$ cat src/rtl/zbcs_pkg.sv
package zbcs_pkg;
    localparam int CS_ADDR_W  = 32;
    localparam int CS_GRAN    = 12;   // lowest decoded line (4 KB)
    localparam int CS_TOP     = 24;   // first line that must always be zero
    localparam int CS_MASK_W  = CS_TOP - CS_GRAN;
    localparam int CS_REG_W   = 8;
    localparam int CS_LO_NIB  = CS_MASK_W - CS_REG_W;  // mask bits kept in register 0
    localparam logic [CS_MASK_W-1:0] CS_MASK_RST = CS_MASK_W'(1) << CS_LO_NIB;

    typedef struct packed {
        logic [CS_MASK_W-1:0] mask;
        logic                 rfsh_en;
    } cs_cfg_t;

    typedef struct packed {
        logic cs_n;
    } cs_out_t;
endpackage

$ cat src/rtl/zbcs_regs.sv
module zbcs_regs
    import zbcs_pkg::*;
(
    input  logic                clk,
    input  logic                rst_n,
    input  logic                wr_en,
    input  logic                rd_en,
    input  logic                sel,
    input  logic [CS_REG_W-1:0] wdata,
    output logic [CS_REG_W-1:0] rdata,
    output logic [CS_MASK_W-1:0] mask,
    output logic                rfsh_en
);
    cs_cfg_t cfg_d, cfg_q;

    always_comb begin
        cfg_d = cfg_q;
        if (wr_en) begin
            if (!sel) begin
                cfg_d.mask[CS_LO_NIB-1:0] = wdata[CS_REG_W-1:CS_REG_W-CS_LO_NIB];
                cfg_d.rfsh_en             = wdata[0];
            end else begin
                cfg_d.mask[CS_MASK_W-1:CS_LO_NIB] = wdata;
            end
        end
    end

    always_ff @(posedge clk or negedge rst_n) begin
        if (!rst_n) begin
            cfg_q.mask    <= CS_MASK_RST;
            cfg_q.rfsh_en <= 1'b0;
        end else begin
            cfg_q <= cfg_d;
        end
    end

    always_comb begin
        rdata = '0;
        if (rd_en) begin
            if (!sel) begin
                rdata = {cfg_q.mask[CS_LO_NIB-1:0],
                         {(CS_REG_W-CS_LO_NIB-1){1'b0}}, cfg_q.rfsh_en};
            end else begin
                rdata = cfg_q.mask[CS_MASK_W-1:CS_LO_NIB];
            end
        end
    end

    assign mask    = cfg_q.mask;
    assign rfsh_en = cfg_q.rfsh_en;


    rsvd_zero_chk: assert property (@(posedge clk) disable iff (!rst_n)
        (rd_en && !sel) |-> (rdata[3:1] == 3'b000));


    wr_hi_chk: assert property (@(posedge clk) disable iff (!rst_n)
        (wr_en && sel) |=> (mask[CS_MASK_W-1:CS_LO_NIB] == $past(wdata)));


    rd_no_effect_chk: assert property (@(posedge clk) disable iff (!rst_n)
        (rd_en && !wr_en) |=> ($stable(mask) && $stable(rfsh_en)));
endmodule

$ cat src/rtl/zbcs_match.sv
module zbcs_match
    import zbcs_pkg::*;
(
    input  logic [CS_ADDR_W-1:CS_GRAN] addr_hi,
    input  logic [CS_MASK_W-1:0]       mask,
    input  logic                       mem_txn,
    input  logic                       rfsh_txn,
    input  logic                       master_en,
    input  logic                       rfsh_en,
    output logic                       hit
);
    logic [CS_MASK_W-1:0] line_fail;
    logic                 upper_clear;
    logic                 mem_hit;

    for (genvar i = 0; i < CS_MASK_W; i++) begin : g_line
        assign line_fail[i] = mask[i] & addr_hi[CS_GRAN+i];
    end

    assign upper_clear = (addr_hi[CS_ADDR_W-1:CS_TOP] == '0);
    assign mem_hit     = mem_txn & master_en & upper_clear & ~(|line_fail);
    assign hit         = mem_hit | (rfsh_txn & rfsh_en);
endmodule

$ cat src/rtl/zero_base_cs.sv
module zero_base_cs
    import zbcs_pkg::*;
(
    input  logic                 clk,
    input  logic                 rst_n,
    input  logic [CS_ADDR_W-1:0] addr,
    input  logic                 mem_txn,
    input  logic                 rfsh_txn,
    input  logic                 master_en,
    input  logic                 reg_sel,
    input  logic [CS_REG_W-1:0]  reg_wdata,
    input  logic                 reg_wr,
    input  logic                 reg_rd,
    output logic [CS_REG_W-1:0]  reg_rdata,
    output logic                 cs_n
);
    logic [CS_MASK_W-1:0] mask;
    logic                 rfsh_en;
    logic                 hit;
    cs_out_t              out_d, out_q;

    zbcs_regs u_regs (
        .clk     (clk),
        .rst_n   (rst_n),
        .wr_en   (reg_wr),
        .rd_en   (reg_rd),
        .sel     (reg_sel),
        .wdata   (reg_wdata),
        .rdata   (reg_rdata),
        .mask    (mask),
        .rfsh_en (rfsh_en)
    );

    zbcs_match u_match (
        .addr_hi   (addr[CS_ADDR_W-1:CS_GRAN]),
        .mask      (mask),
        .mem_txn   (mem_txn),
        .rfsh_txn  (rfsh_txn),
        .master_en (master_en),
        .rfsh_en   (rfsh_en),
        .hit       (hit)
    );

    always_comb begin
        out_d      = out_q;
        out_d.cs_n = ~hit;
    end

    always_ff @(posedge clk or negedge rst_n) begin
        if (!rst_n) begin
            out_q.cs_n <= 1'b1;
        end else begin
            out_q <= out_d;
        end
    end

    assign cs_n = out_q.cs_n;


    idle_high_chk: assert property (@(posedge clk) disable iff (!rst_n)
        (!mem_txn && !rfsh_txn) |=> cs_n);


    upper_block_chk: assert property (@(posedge clk) disable iff (!rst_n)
        (mem_txn && !rfsh_txn && (|addr[CS_ADDR_W-1:CS_TOP])) |=> cs_n);


    me_off_chk: assert property (@(posedge clk) disable iff (!rst_n)
        (mem_txn && !rfsh_txn && !master_en) |=> cs_n);


    rfsh_sel_chk: assert property (@(posedge clk) disable iff (!rst_n)
        (rfsh_txn && rfsh_en) |=> !cs_n);
endmodule

$ cat config.mk
export PLATFORM = sky130hd
export DESIGN_NAME = zero_base_cs
export DESIGN_NICKNAME = d
export VERILOG_FILES = /design/src/rtl/zbcs_pkg.sv /design/src/rtl/zbcs_regs.sv /design/src/rtl/zbcs_match.sv /design/src/rtl/zero_base_cs.sv
export SDC_FILE = /design/constraint.sdc
export NUM_CORES = 1
export LEC_CHECK = 0
export BUFFER_PORTS_ARGS = -buffer_cell sky130_fd_sc_hd__buf_2
export CAP_MARGIN = 20
export CORE_MARGIN = 2
export CORE_UTILIZATION = 37
export DETAILED_ROUTE_END_ITERATION = 16
export PLACE_DENSITY = 0.77
export SYNTH_ARGS = -nofsm -noshare
export SYNTH_HDL_FRONTEND = slang
export SYNTH_SLANG_ARGS = --single-unit
$ cat constraint.sdc
create_clock -name clk -period 1.6 [get_ports clk]
set_clock_uncertainty 0.2 [all_clocks]
set_input_delay 0.16 -clock clk [delete_from_list [all_inputs] [get_ports clk]]
set_output_delay 0.16 -clock clk [all_outputs]
set_load 0.02 [all_outputs]
==> qor.csv <==
metric;value;unit
WL per Instance;12.91;um
router iterations before antenna repair;4;
Final ANT Viol Nets;0;
Max Cap Viol;0;
Slowest-stage cell, CP;dfstp_2;
worst hold slack;0.01584;ns
Placed Instances;125;
Finished Cell Area;1087;um^2
top cell type's share of synthesized area;42.63;%
RePlAce Congestion;0.7051;
Top Usage Layer GRT;met2;
crit-path max FO;3;
die width;47.64;um
CTS tree;yes;
met2 Usage GRT;28.38;%
clock root buffer master;clkbuf_4;
GRT Resource Usage Total;17.72;%
input/output buffers;44;
mapped cell area;704.4;um^2
Worst-Margin Slew;0.3848;ns
die outline height;47.64;um
DIE AREA;2269;um^2
# diodes;0;
Sink Count;14;
antenna violations before repair;0;
Core Footprint;1764;um^2
CP max stage delay;0.55;ns
critical path startpoint category;flop;
Final Non-Filler Cells;139;
first-pass GRT wire length;2.718;mm
drt first-iter violations;20;
clk slew on worst S/H paths;0.08;ns
final hold vios;0;
sequential area share after synthesis;50.09;%
Initial Utilization;39.93;%
Num CTS Buffers;3;
largest net degree at the start of global routing;15;
row cnt;15;
max_slew headroom;74.28;%
H-tree levels;1;
Mapped Nets;104;
Worst VDD drop;0.0005658;V
Cells after Synth;56;
Clock Latency Late Sink;0.28;ns
CTS Buffer Depth;2;
Setup Buffers After CTS;0;
Max Clk Rate;650.5;MHz
vias in the first global route;650;
Crit. End Element;primary output;
placed inst area;958.4;um^2
category of the most critical setup path;flop to primary output;
Final nets;163;
area grow syn2layout;54.35;%
PD cells;824.9;nW/um^2
Setup Viol. Count Final;0;
Netlist cell types;14;
I/O pin total;57;
crit-path cells;mux2i_1 -> nor2b_1 -> buf_4;
met1 Track Usage GR;22.57;%
Synth Register Bits;14;
Avg Vias per Cell;4.950;
worst path arrival time;1.18;ns
Synth Area per Inst;12.58;um^2
Slew Limit Fails;0;
top post-synthesis cells by area;dfrtp_1 (43%), mux2_2 (21%), dfstp_2 (7.5%), mux2i_1 (7.1%), a22oi_1 (5.3%);
minimum clock period;1.537;ns
status;completed;
Ys Warns;0;
Routed WL;1.795;mm
# DRC;0;
CP required;1.24;ns
RSZ-0062 raised after global routing;yes;
via count;688;
M3 GR Usage;4.528;%
worst min-delay path category;input pin to flop;
fraction of layout cells with a size suffix above 1;55.26;%
cell taking the most area after synthesis;dfrtp_1;
Pleak;0.5419;nW
total grt overflow;0;
Final period util;96.08;%
## metrics by stage
step	total power [mW]	setup slack (ns)	util (%)	TNS, ns
3_5_place_dp	0.6747	0.1333	54.33	0
6_report	0.8969	0.06267	61.63	0
2_1_floorplan	0.5760	0.2932	-	0
3_3_place_gp	0.6657	0.1628	54.33	0
5_1_grt	0.9523	-0.01552	61.63	-0.01552
4_1_cts	0.9031	0.05506	61.49	0
## layer usage
| layer | share of wire [%] | vias up |
|---|---|---|
| li1 | - | 330 |
| met1 | 44 | 324 |
| met2 | 49 | 34 |
| met3 | 7.1 | 0 |
| met4 | 0 | 0 |
| met5 | 0 | - |
## layout by cell type (no fill, tap or decap), drive strengths merged
cell type,netlist,layout
a222oi,1,1
a22oi,5,5
and3,3,3
buf,1,45
clkbuf,0,4
dfrtp,12,12
dfstp,2,2
dlygate4sd3,0,10
mux2,13,13
mux2i,5,5
nand2,4,4
nand4b,1,1
nor2b,6,6
nor4,1,1
nor4b,1,1
or4,1,1
## path summary, 6_finish.rpt
| path | start | to | slack [ns] | cells past startpoint |
|---|---|---|---|---|
| worst min-delay path | addr[21] | cs_n | 0.02 | 3 |
| worst min register to register | u_regs.rfsh_en | cs_n | 0.28 | 1 |
| max in group asynchronous | rst_n | cs_n | 0.82 | 2 |
| worst max register to register | u_regs.mask[5] | cs_n | 0.31 | 4 |
| worst max-delay path | u_regs.mask[4] | reg_rdata[0] | 0.06 | 3 |
| min in group asynchronous | rst_n | u_regs.rfsh_en | 0.09 | 2 |
## cell families (layout without fill, tap and decap cells)
kind of cell / after synthesis / after routing / share of synthesized area, %
muxes: 18 / 18 / 27.89
AOI/OAI and AO/OA: 6 / 6 / 6.750
buffers and inverters: 1 / 59 / 0.7098
and+or+nand+nor: 17 / 17 / 14.57
DFF: 14 / 14 / 50.09
## repair_timing
action / 4_1_cts / 5_1_grt
setup endpoints to repair: 0 / 1
hold endpoints to repair: 28 / 0
resized for setup: 0 / 1
hold buffers: 10 / 0
## report_power, final
group / internal [mW] / total [mW] / switching (mW)
sequential: 0.410 / 0.446 / 0.0366
clock: 0.0967 / 0.211 / 0.114
combinational: 0.136 / 0.240 / 0.103
## cells in the mapped netlist (all sizes together)
cell	n
or4	1
dfstp	2
and3	3
a222oi	1
nand4b	1
buf	1
nor4	1
nor2b	6
nor4b	1
nand2	4
a22oi	5
mux2	13
mux2i	5
dfrtp	12
## flip-flops by register name, summed over array words and instances, names as in the netlist
signal	flops
cs_n	1
u_regs.mask	12
u_regs.rfsh_en	1
## critical path, delay by kind of cell, from the launching register on
kind          cells  cell delay (ns)
flops             1             0.55
buf+inv           1             0.15
simple gates      1             0.13
mux               1             0.07
## cell type report
class                      count  area, um^2
clock buffer                   4       26.28
multi-input combinational     41       346.6
tap                           25       31.28
fill                         163       676.9
sequential                    14       352.8
timing repair buffer          55       330.3
(Power assumes the default switching activity.)
